===== config.mk =====
export PLATFORM = sky130hd
export DESIGN_NAME = zbt_sram
export DESIGN_NICKNAME = d
export VERILOG_FILES = /design/src/rtl/zbt_pkg.sv /design/src/rtl/zbt_cmd.sv /design/src/rtl/zbt_array.sv /design/src/rtl/zbt_sram.sv
export SDC_FILE = /design/constraint.sdc
export NUM_CORES = 1
export LEC_CHECK = 0
export BUFFER_PORTS_ARGS = -buffer_cell sky130_fd_sc_hd__buf_2
export CAP_MARGIN = 20
export CORE_MARGIN = 5
export CORE_UTILIZATION = 44
export CTS_CLUSTER_SIZE = 16
export DETAILED_ROUTE_END_ITERATION = 6
export GPL_ROUTABILITY_DRIVEN = 0
export PLACE_DENSITY_LB_ADDON = 0.15
export SYNTH_ARGS = -nofsm -noshare
export SYNTH_HDL_FRONTEND = slang
export SYNTH_SLANG_ARGS = --single-unit
export TNS_END_PERCENT = 1

===== constraint.sdc =====
create_clock -name clk -period 4.2 [get_ports clk]
set_input_delay 0.21 -clock clk [delete_from_list [all_inputs] [get_ports clk]]
set_output_delay 0.21 -clock clk [all_outputs]
set_load 0.02 [all_outputs]

===== src/rtl/zbt_pkg.sv =====
package zbt_pkg;

  typedef enum logic [1:0] {
    SEQ_IDLE  = 2'd0,
    SEQ_READ  = 2'd1,
    SEQ_WRITE = 2'd2
  } seq_e;

  // Low two address bits of burst beat n from a given start
  function automatic logic [1:0] burst_low(input logic [1:0] start,
                                           input logic [1:0] n,
                                           input logic       lin);
    return lin ? 2'(start + n) : (start ^ n);
  endfunction

endpackage


===== src/rtl/zbt_cmd.sv =====
module zbt_cmd
  import zbt_pkg::*;
#(
  parameter int AW    = 4,
  parameter int LANES = 4
) (
  input  logic             clk,
  input  logic             rst_n,
  input  logic             cke_n,
  input  logic             sel_ok,
  input  logic             adv,
  input  logic             rd_wr,
  input  logic             order_lin,
  input  logic             sleep,
  input  logic [AW-1:0]    addr,
  input  logic [LANES-1:0] bwe_n,
  output logic             c1_vld,
  output logic             c1_wr,
  output logic [AW-1:0]    c1_addr,
  output logic [LANES-1:0] c1_bw
);

  seq_e          seq_q, seq_d;
  logic [AW-1:0] base_q, base_d;
  logic [1:0]    cnt_q, cnt_d;
  logic          iss_vld, iss_wr;
  logic [AW-1:0] iss_addr;

  always_comb begin
    seq_d    = seq_q;
    base_d   = base_q;
    cnt_d    = cnt_q;
    iss_vld  = 1'b0;
    iss_wr   = 1'b0;
    iss_addr = addr;
    if (sleep) begin
      seq_d = SEQ_IDLE;
    end else if (!adv) begin
      if (sel_ok) begin
        iss_vld = 1'b1;
        iss_wr  = !rd_wr;
        seq_d   = rd_wr ? SEQ_READ : SEQ_WRITE;
        base_d  = addr;
        cnt_d   = 2'd0;
      end else begin
        seq_d = SEQ_IDLE;
      end
    end else if (seq_q != SEQ_IDLE) begin
      cnt_d    = cnt_q + 2'd1;
      iss_vld  = 1'b1;
      iss_wr   = (seq_q == SEQ_WRITE);
      iss_addr = {base_q[AW-1:2], burst_low(base_q[1:0], cnt_d, order_lin)};
    end
  end

  always_ff @(posedge clk or negedge rst_n) begin
    if (!rst_n) begin
      seq_q   <= SEQ_IDLE;
      base_q  <= '0;
      cnt_q   <= '0;
      c1_vld  <= 1'b0;
      c1_wr   <= 1'b0;
      c1_addr <= '0;
      c1_bw   <= '0;
    end else if (!cke_n) begin
      seq_q   <= seq_d;
      base_q  <= base_d;
      cnt_q   <= cnt_d;
      c1_vld  <= iss_vld;
      c1_wr   <= iss_wr;
      c1_addr <= iss_addr;
      c1_bw   <= ~bwe_n;
    end
  end

endmodule


===== src/rtl/zbt_array.sv =====
module zbt_array #(
  parameter int AW    = 4,
  parameter int LANES = 4,
  parameter int LW    = 9
) (
  input  logic                clk,
  input  logic                rst_n,
  input  logic                cke_n,
  input  logic                c1_vld,
  input  logic                c1_wr,
  input  logic [AW-1:0]       c1_addr,
  input  logic [LANES-1:0]    c1_bw,
  input  logic [LANES*LW-1:0] wdata,
  output logic                out_vld,
  output logic [LANES*LW-1:0] out_q,
  output logic                mem_we
);

  localparam int DW    = LANES * LW;
  localparam int DEPTH = 1 << AW;

  logic [DW-1:0]    mem [DEPTH];
  logic             c2_vld, c2_wr;
  logic [AW-1:0]    c2_addr;
  logic [LANES-1:0] c2_bw;
  logic [DW-1:0]    rd_q, rd_fwd, wr_merged;
  logic             same_word;

  assign mem_we    = !cke_n && c2_vld && c2_wr;
  assign same_word = mem_we && (c2_addr == c1_addr);

  for (genvar l = 0; l < LANES; l++) begin : g_lane
    assign wr_merged[l*LW +: LW] = c2_bw[l] ? wdata[l*LW +: LW]
                                            : mem[c2_addr][l*LW +: LW];
    // forward the write that retires on this edge into the read being fetched
    assign rd_fwd[l*LW +: LW] = (same_word && c2_bw[l]) ? wdata[l*LW +: LW]
                                                        : mem[c1_addr][l*LW +: LW];
  end

  always_ff @(posedge clk or negedge rst_n) begin
    if (!rst_n) begin
      c2_vld  <= 1'b0;
      c2_wr   <= 1'b0;
      c2_addr <= '0;
      c2_bw   <= '0;
      rd_q    <= '0;
      out_vld <= 1'b0;
      out_q   <= '0;
      for (int i = 0; i < DEPTH; i++) mem[i] <= '0;
    end else if (!cke_n) begin
      c2_vld  <= c1_vld;
      c2_wr   <= c1_wr;
      c2_addr <= c1_addr;
      c2_bw   <= c1_bw;
      rd_q    <= rd_fwd;
      out_vld <= c2_vld && !c2_wr;
      out_q   <= rd_q;
      if (mem_we) mem[c2_addr] <= wr_merged;
    end
  end

endmodule


===== src/rtl/zbt_sram.sv =====
module zbt_sram #(
  parameter int AW    = 4,
  parameter int LANES = 4,
  parameter int LW    = 9
) (
  input  logic                clk,
  input  logic                rst_n,
  input  logic                cke_n,
  input  logic                sel0_n,
  input  logic                sel1,
  input  logic                sel2_n,
  input  logic                adv,
  input  logic                rd_wr,
  input  logic [LANES-1:0]    bwe_n,
  input  logic                order_lin,
  input  logic                oe_n,
  input  logic                sleep,
  input  logic [AW-1:0]       addr,
  input  logic [LANES*LW-1:0] wdata,
  output logic [LANES*LW-1:0] rdata,
  output logic                rvalid
);

  localparam int DW = LANES * LW;

  logic             sel_ok;
  logic             c1_vld, c1_wr;
  logic [AW-1:0]    c1_addr;
  logic [LANES-1:0] c1_bw;
  logic             out_vld, mem_we;
  logic [DW-1:0]    out_q;

  assign sel_ok = !sel0_n && sel1 && !sel2_n;

  zbt_cmd #(.AW(AW), .LANES(LANES)) u_cmd (
    .clk(clk), .rst_n(rst_n), .cke_n(cke_n), .sel_ok(sel_ok), .adv(adv),
    .rd_wr(rd_wr), .order_lin(order_lin), .sleep(sleep), .addr(addr),
    .bwe_n(bwe_n), .c1_vld(c1_vld), .c1_wr(c1_wr), .c1_addr(c1_addr),
    .c1_bw(c1_bw)
  );

  zbt_array #(.AW(AW), .LANES(LANES), .LW(LW)) u_array (
    .clk(clk), .rst_n(rst_n), .cke_n(cke_n), .c1_vld(c1_vld), .c1_wr(c1_wr),
    .c1_addr(c1_addr), .c1_bw(c1_bw), .wdata(wdata), .out_vld(out_vld),
    .out_q(out_q), .mem_we(mem_we)
  );

  assign rvalid = out_vld && !oe_n && !sleep;
  assign rdata  = rvalid ? out_q : '0;

endmodule


After elaboration in Yosys (flattened, before gate mapping)
Index checks and enable logic that the tools add are counted.
- bits in registers: 677
- bits of input ports: 55
- output and inout bits: 37
- $add $sub $neg: 2
- $lt $le $gt $ge: 3
- equal/unequal tests: 4
- multiplexer cells: 37
- bitwise logic cells: 7
- reductions and logical operators: 26
- operator list (cell ; number):
    bitwise mux 576 bit ; 1
    binary-select mux 36 bit (select 4 bit) ; 2
    2-to-1 mux 36 bit ; 6
    demux 36 bit (select 4 bit) ; 1
    2-to-1 mux 9 bit ; 8
    2-to-1 mux 2 bit ; 8
    logical AND 1 bit ; 13
    2-to-1 mux 4 bit ; 3
    >= comparator 5 bit, second input constant ; 2
    NOT 4 -> 5 bit ; 2
    2-to-1 mux 1 bit ; 8
    AND reduction 4 bit ; 2
    logical NOT 1 bit ; 7
    < comparator 5 x 1 -> 1 bit, second input constant ; 1
    == test 4 bit ; 1
    inequality test 2 x 1 -> 1 bit, second input constant ; 2
    NOT 4 bit ; 1
    AND reduction 2 bit ; 2
    nonzero test 2 bit ; 2
    NOT 1 bit ; 3
    adder 2 x 1 -> 2 bit, second input constant ; 1
    adder 2 bit ; 1
    == test 2 bit, second input constant ; 1
    bitwise XOR 2 bit ; 1

Depth between registers and ports, before layout
Gate-level depths: netlist (run 1).
- depth after elaboration: 6
- depth in mapped cells: 9
- depth with buffers taken out: 6

Hierarchy
A second synthesis (run 1) with hierarchy kept.
- cells, all modules: 3055
- area total of the unflattened synthesis: 36211.0 um^2
- by module, submodules not included (module ; instances ; cells each ; area an instance (um^2) ; sequential area each (um^2)):
    zbt_array ; 1 ; 2921 ; 34858.4 ; 16490.8
    zbt_cmd ; 1 ; 87 ; 880.8 ; 450.4
    zbt_sram ; 1 ; 47 ; 471.7 ; 0.0

Least setup slack after synthesis (run 1)
OpenSTA, ideal clock, no wires.
- path type: reg2reg
- start point: reg u_cmd.c1_addr[0]
- end point: reg u_array.rd_q[19]
- arrival: 1.902 ns
- required time: 4.077 ns
- slack: 2.176 ns
- cell stages (with the launch flop): 8
- period minus slack after synthesis: 2.024 ns
- cell sequence: dfrtp_1 > buf_2 > buf_2 > buf_2 > mux4_2 > a22oi_1 > nand2_1 > o221a_2
- longest elaborated chain between the ends: 5
- ends and longest elaborated chain (item ; line ; RTL):
    from (decl) ; zbt_cmd.sv:19 ; output logic [AW-1:0] c1_addr,
    from (signal assigned) ; zbt_cmd.sv:71 ; c1_addr <= iss_addr;
    NOT 4 -> 5 bit (implied by the code) ; zbt_array.sv:37 ; : mem[c1_addr][l*LW +: LW];
    binary-select mux 36 bit (select 4 bit) ; zbt_array.sv:37 ;
    2-to-1 mux 36 bit (2 in series) ; n/a ;
    2-to-1 mux 9 bit * ; zbt_array.sv:36 ; assign rd_fwd[l*LW +: LW] = (same_word && c2_bw[l]) ? wdata[l*LW +: LW]
    to (signal assigned) ; zbt_array.sv:55 ; rd_q <= rd_fwd;
    to (decl) ; zbt_array.sv:26 ; logic [DW-1:0] rd_q, rd_fwd, wr_merged;
Every way passes the cells marked *; elsewhere a longest branch is shown, timed or not. The select of a mux whose other input is x is not followed.
A chain may end at the register's enable or synchronous reset.

Worst setup path after layout (run 1)
- start point: reg u_array.c2_addr[0]
- end point: reg u_array.mem[56] (netlist name)
- longest elaborated chain between the ends: 6
- ends and longest elaborated chain (item ; line ; RTL):
    from (decl) ; zbt_array.sv:24 ; logic [AW-1:0] c2_addr;
    from (signal assigned) ; zbt_array.sv:53 ; c2_addr <= c1_addr;
    NOT 4 -> 5 bit (implied by the code) * ; zbt_array.sv:34, zbt_array.sv:58 ;
    >= comparator 5 bit (implied by the code) (tied with other cells) ; zbt_array.sv:58 ; if (mem_we) mem[c2_addr] <= wr_merged;
    logical AND 1 bit (implied by the code) or 2-to-1 mux 36 bit (tied branches) ; n/a ;
    2-to-1 mux 36 bit (on tied branches) ; n/a ;
    demux 36 bit (select 4 bit) or 2-to-1 mux 9 bit (tied branches) ; zbt_array.sv:58, zbt_array.sv:33 ;
    bitwise mux 576 bit * ; zbt_array.sv:58 ;
    to (signal, indexed assignment) ; zbt_array.sv:58 ;
    to (decl) ; zbt_array.sv:22 ; logic [DW-1:0] mem [DEPTH];
Marked as above.

==> results of run 1 <==
==> worst max-delay path: stages, from the launching register on <==
cell	delay, ns
dfrtp_4	0.71
buf_4	0.33
and3b_1	1.04
a22oi_1	0.24
a21boi_1	0.52
mux2_2	0.26
==> flip-flops by register name, indices dropped and copies added (netlist names) <==
| register | flops |
|---|---|
| u_array.c2_bw | 4 |
| u_cmd.c1_vld | 1 |
| u_array.c2_wr | 1 |
| u_array.mem | 576 |
| u_cmd.c1_bw | 4 |
| u_array.out_vld | 1 |
| u_array.rd_q | 36 |
| u_array.c2_vld | 1 |
| u_array.c2_addr | 4 |
| u_cmd.seq_q | 2 |
| u_array.out_q | 36 |
| u_cmd.c1_addr | 4 |
| u_cmd.c1_wr | 1 |
| u_cmd.cnt_q | 2 |
| u_cmd.base_q | 4 |
==> power groups by stage <==
stage	sequential, uW	combinational, uW	clock, uW
2_1_floorplan	6780	1210	0
3_3_place_gp	6940	1740	0
3_5_place_dp	6940	1780	0
4_1_cts	6820	1810	7040
5_1_grt	6840	1930	7290
6_report	6820	1820	6920
==> layout make-up <==
| class | count | area (um^2) | share of cell area [%] |
|---|---|---|---|
| Tap cell | 1070 | 1340 | 3.29 |
| Inverter | 4 | 15.0 | 0.0369 |
| Sequential cell | 677 | 17000 | 41.7 |
| Timing Repair Buffer | 234 | 1840 | 4.53 |
| Multi-Input combinational cell | 2038 | 18000 | 44.2 |
| Clock buffer | 104 | 2170 | 5.34 |
| Clock inverter | 23 | 380 | 0.935 |
==> per-stage QoR <==
stage,cells,hold slack (ns),setup WS [ns],cell area (um^2),utilization [%]
after floorplan,2991,-0.0856,2.18,36100,-
after global placement,3986,0.337,1.10,37800,46.2
after detailed placement,3986,0.345,1.09,37800,46.2
after CTS,4148,0.00383,1.06,40700,49.7
after global routing,4150,0.0308,0.931,40700,49.8
final,4150,0.0359,0.980,40700,49.8
==> kinds of logic (layout without fill, tap and decap cells) <==
| group | Yosys count | count (layout) | synth area share, % |
|---|---|---|---|
| and+or+nand+nor | 769 | 769 | 9.35 |
| muxes | 691 | 691 | 29.3 |
| DFF | 677 | 677 | 46.9 |
| AOI/OAI and AO/OA | 571 | 571 | 10.6 |
| buffers and inverters | 276 | 365 | 3.64 |
| xor gates and xnor gates | 6 | 6 | 0.187 |
| adders and majority gates | 1 | 1 | 0.0347 |
==> final timing paths <==
check                                     to  cells past startpoint
max                          u_array.mem[56]                      5
min                           u_cmd.seq_q[0]                      4
max reg2reg                  u_array.mem[56]                      5
min reg2reg                  u_array.out_vld                      2
max in group asynchronous   u_array.mem[263]                      3
min in group asynchronous  u_array.out_q[28]                      2
==> cell usage after synthesis, types with 3 or more instances <==
master	count	share of area (%)
xor2_1	4	0.097
buf_1	14	0.15
nor2b_1	12	0.21
o31ai_1	64	1.3
a21boi_1	28	0.58
nand3_1	16	0.22
a21oi_1	38	0.53
mux2_2	397	12
buf_2	75	1.0
nor2_1	8	0.083
nand3b_1	5	0.10
o21ai_0	243	3.4
mux4_2	252	16
a41o_1	4	0.11
or3_1	4	0.069
o21ai_1	11	0.15
inv_1	4	0.042
and3_1	6	0.10
buf_6	5	0.16
o221a_2	36	1.1
nor3_1	3	0.042
dfrtp_1	677	47
o211a_1	34	0.94
buf_4	39	0.81
nand2b_1	66	1.1
a22oi_1	98	2.0
and2_1	38	0.66
clkbuf_1	139	1.4
mux2i_1	42	1.2
o22ai_1	6	0.10
nand2_1	592	6.2
==> metal layers <==
layer / up-vias / GRT usage [%] / part of all wire [%]
met5: - / 0 / 0.051
met4: 10 / 8.40 / 2.9
met3: 272 / 6.74 / 9.5
met2: 1250 / 42.7 / 46
met1: 13800 / 37.3 / 41
li1: 11100 / - / -
==> flow_metrics.env, run 1 <==
export IMPL_outcome="finished clean"
export IMPL_setup_viol=0
export IMPL_fmax_mhz=311
export IMPL_ys_flop_type="dfrtp_1"
export IMPL_placement_io_buffers=91
export IMPL_final_common_cell="dfrtp_1"
export IMPL_postRouteAntennaNets=0
export IMPL_clk_pin_slew_worst_paths_ns=0.06
export IMPL_dp_hpwl_um=73900
export IMPL_vias_per_cell=6.38
export IMPL_rsz0062_at_grt="no"
export IMPL_nFillCells=7013
export IMPL_r2r_slack_ns=0.98
export IMPL_dieArea_um2=87900
export IMPL_timing_rr_start="u_array.c2_addr[0]"
export IMPL_cts_made_buffers=74
export IMPL_period_needed_ns=3.22
export IMPL_die_y_um=296
export IMPL_htreeDepth=3
export IMPL_ys_warn_count=0
export IMPL_min_period_over_period_pct=76.7
export IMPL_dr_pass1_iters=6
export IMPL_grt_max_degree=103
export IMPL_cts_repair_resize_count=0
export IMPL_wl_per_cell_um=28.5
export IMPL_antenna_found_initial=7
export IMPL_root_buffer="clkbuf_16"
export IMPL_wl_um=118000
export IMPL_syn_num_nets=3047
export IMPL_ys_seq_area_share_pct=46.9
export IMPL_synth_edff_count=0
export IMPL_clock_sinks=677
export IMPL_combPwrFrac_pct=11.7
export IMPL_grt_overflow=0
export IMPL_drv_cap=0
export IMPL_ys_seq_elements=677
export IMPL_synthArstFlopShare_pct=100
export IMPL_initial_core_util_pct=44.2
export IMPL_drive_gt1_share_pct=33.6
export IMPL_crit_start="u_array.c2_addr[0]"
export IMPL_dr_first_iter_drc_count=2559
export IMPL_worstPathRequired_ns=4.73
export IMPL_postCtsSetupRepairBufs=0
export IMPL_setup_worst_path_class="reg -> reg"
export IMPL_fin_worst_skew_ns=0.0240
export IMPL_switching_power_uw=4100
export IMPL_cp_max_fo=25
export IMPL_hp_start="sleep"
export IMPL_synthCells=2991
export IMPL_maxSlewHeadroom_pct=20.5
export IMPL_p_int_uw=11500
export IMPL_powerDensity_nw_per_um2=383
export IMPL_critPathLaunchType="register"
export IMPL_grt_usage_pct=27.0
export IMPL_n_antenna_cell=0
export IMPL_cts_tree="built"
export IMPL_grt_pass1_wl_um=179000
export IMPL_slew_viol_final=0
export IMPL_vias=26500
export IMPL_finalSetupTns_ns=0
export IMPL_hold_viol_final=0
export IMPL_cts_buffer_depth=3
export IMPL_mostFrequentLayoutCells="671 x dfrtp_1, 592 x nand2_1, 397 x mux2_2"
export IMPL_grt_pass1_vias=27300
export IMPL_route_detailed_drc=0
export IMPL_peakVddDrop_uv=226
export IMPL_power_frac_seq_pct=43.8
export IMPL_area_growth_pct=12.7
export IMPL_row_count=105
export IMPL_power_share_clock_pct=44.5
export IMPL_fin_nets=3085
export IMPL_power_uw=15600
export IMPL_io_pins=92
export IMPL_clk_latency_ns=0.62
export IMPL_arrival_ns=3.75
export IMPL_end_kind="register"
export IMPL_yosys_cell_types_count=52
export IMPL_die_x_um=296
export IMPL_synth_area_um2=36100
export IMPL_synth_avg_cell_area_um2=12.1
export IMPL_leakage_uw=0.0178
export IMPL_tightest_slew_ns=1.19
export IMPL_core_area_um2=81700
export IMPL_ctsHoldBuffers=35
export IMPL_sw_frac_of_total_pct=26.4
export IMPL_min_path_type="in -> reg"
Note: power is estimated with default switching activity, not from simulation.
==> run 2: changes to the inputs <==
==> constraint.sdc (replaced) <==
create_clock -name clk -period 2.9 [get_ports clk]
set_input_delay 0.145 -clock clk [delete_from_list [all_inputs] [get_ports clk]]
set_output_delay 0.145 -clock clk [all_outputs]
set_load 0.02 [all_outputs]
==> run 2 against run 1 <==
  * Design area up 2.4%
  * Core utilization grew 1.2 points
  * Register-to-register slack got worse by 0.86 ns
  * Via count up 2.1%
  * Clock skew rose by 0.0021 ns
  * Sequential cell count unchanged
  * Hold slack better by 0.037 ns
  * Setup slack worse by 0.86 ns
  * Fmax grew 16%
  * Critical endpoint is now u_array.mem[136]
  * Highest routed layer unchanged
  * Sequential power up 44%
  * Die area unchanged
  * Largest power group is now sequential cells
  * Sequential share of layout area shrank 0.96 points
==> flow_metrics.env, run 2 (same netlist as run 1, synthesis figures left out) <==
export IMPL_outcome="finished clean"
export IMPL_leakage_uw=0.0183
export IMPL_dr_first_iter_drc_count=3154
export IMPL_largest_reg_flops=576
export IMPL_fin_nets=3184
export IMPL_period_needed_ns=2.78
export IMPL_powerDensity_nw_per_um2=539
export IMPL_setup_viol=0
export IMPL_cts_repair_resize_count=0
export IMPL_min_path_type="in -> reg"
export IMPL_antenna_found_initial=7
export IMPL_postRouteAntennaNets=0
export IMPL_reg_top3="u_array.mem x576, u_array.out_q x36, u_array.rd_q x36"
export IMPL_slew_viol_final=0
export IMPL_clk_latency_ns=0.63
export IMPL_dp_hpwl_um=78000
export IMPL_die_y_um=296
export IMPL_dieArea_um2=87900
export IMPL_placed_cell_area_um2=38600
export IMPL_mostFrequentLayoutCells="671 x dfrtp_1, 592 x nand2_1, 397 x mux2_2"
export IMPL_io_pins=92
export IMPL_grt_pass1_vias=28000
export IMPL_htreeDepth=3
export IMPL_power_share_clock_pct=43.2
export IMPL_nFillCells=7034
export IMPL_cts_made_buffers=74
export IMPL_initial_core_util_pct=44.2
export IMPL_row_count=105
export IMPL_switching_power_uw=6120
export IMPL_postLayoutCellArea_um2=41600
export IMPL_fin_util_pct=50.9
export IMPL_cts_buffer_depth=3
export IMPL_route_detailed_drc=0
export IMPL_grt_max_degree=101
export IMPL_vias_per_cell=6.34
export IMPL_clk_pin_slew_worst_paths_ns=0.06
export IMPL_end_kind="register"
export IMPL_drv_cap=0
export IMPL_grt_usage_pct=27.8
export IMPL_arrival_ns=3.33
export IMPL_die_x_um=296
export IMPL_grt_pass1_wl_um=184000
export IMPL_wl_um=122000
export IMPL_cts_tree="built"
export IMPL_hold_viol_final=0
export IMPL_regMostFlops="u_array.mem"
export IMPL_combPwrFrac_pct=13.1
export IMPL_clock_sinks=677
export IMPL_placement_io_buffers=91
export IMPL_core_area_um2=81700
export IMPL_vias=27000
export IMPL_peakVddDrop_uv=338
export IMPL_wl_per_cell_um=28.7
export IMPL_sw_frac_of_total_pct=27.3
export IMPL_worstPathRequired_ns=3.45
export IMPL_cp_max_fo=19
export IMPL_final_common_cell="dfrtp_1"
export IMPL_finalSetupTns_ns=0
export IMPL_area_growth_pct=15.4
export IMPL_rsz0062_at_grt="no"
export IMPL_fin_worst_skew_ns=0.0261
export IMPL_setup_worst_path_class="reg -> reg"
export IMPL_root_buffer="clkbuf_16"
export IMPL_tightest_slew_ns=0.756
export IMPL_fmax_mhz=360
export IMPL_maxSlewHeadroom_pct=49.6
export IMPL_critPathLaunchType="register"
export IMPL_power_frac_seq_pct=43.8
export IMPL_grt_overflow=0
export IMPL_p_int_uw=16300
export IMPL_drive_gt1_share_pct=35.3
export IMPL_dr_pass1_iters=5
export IMPL_min_period_over_period_pct=95.8
[run 2: cell count changes in the layout (fill, tap and decap cells not counted), sizes merged]
| cell | delta |
|---|---|
| buf | +83 |
| dlygate4sd3 | +16 |
| clkinv | +6 |
| diode | +5 |
| bufinv | -4 |
| clkbuf | +2 |
| inv | +2 |
| clkinvlp | +1 |
[run 2: per-stage QoR]
stage | instances | hold slack [ns] | setup WS (ns) | total power, uW
after global placement | 4071 | 0.191 | 0.262 | 12800
after detailed placement | 4071 | 0.194 | 0.187 | 12800
final | 4261 | 0.0726 | 0.121 | 22400
after global routing | 4256 | 0.125 | 0.0395 | 23200
after CTS | 4256 | 0.0493 | 0.179 | 22600
after floorplan | 2991 | -0.151 | 0.876 | 11600
[run 2: final timing paths]
path                                    startpoint           endpoint  slack [ns]  cells after the start
worst min register to register      u_cmd.c1_bw[3]     u_cmd.c1_bw[3]        0.48                      2
worst min-delay path                        sel2_n     u_cmd.seq_q[0]        0.07                      3
min in group asynchronous                    rst_n  u_array.out_q[32]        0.11                      2
worst max-delay path            u_array.c2_addr[3]   u_array.mem[136]        0.12                      5
max in group asynchronous                    rst_n    u_array.mem[92]        1.75                      3
worst max register to register  u_array.c2_addr[3]   u_array.mem[136]        0.12                      5
[run 2: critical path: stages, from the launching register on]
cell      delay (ns)
dfrtp_2         0.74
and3b_1         0.75
buf_4           0.33
a21oi_1         0.12
a21boi_1        0.50
mux2_2          0.27
[run 2: repair_timing]
action / 4_1_cts / 5_1_grt
hold buffers: 51 / 0
hold endpoints to repair: 127 / 0
setup endpoints to repair: 0 / 0
buffers inserted: 0 / 0
[run 2: power by group through the flow]
stage               Combinational (uW)  Sequential (uW)  Clock, uW
floorplan                         1750             9820          0
global route                      3120             9840      10200
CTS                               2920             9820       9880
detailed placement                2850             9990          0
finish                            2930             9830       9680
global placement                  2810             9980          0
[run 2: area by class of cell]
class	count	area, um^2	share of cell area (%)
Antenna cell	5	12.5	0.0301
Clock buffer	106	2120	5.10
Clock inverter	28	345	0.830
Inverter	4	15.0	0.0361
Multi-Input combinational cell	2038	18000	43.1
Sequential cell	677	17000	40.7
Tap cell	1070	1340	3.22
Timing Repair Buffer	333	2880	6.91
[run 2: layer usage]
layer / vias to the layer above / wire length, um / track usage (%)
met5: - / 26 / 0
met1: 14100 / 50100 / 38.5
met2: 1399 / 56000 / 43.5
met4: 4 / 3790 / 9.11
met3: 250 / 12200 / 7.21
li1: 11300 / - / -
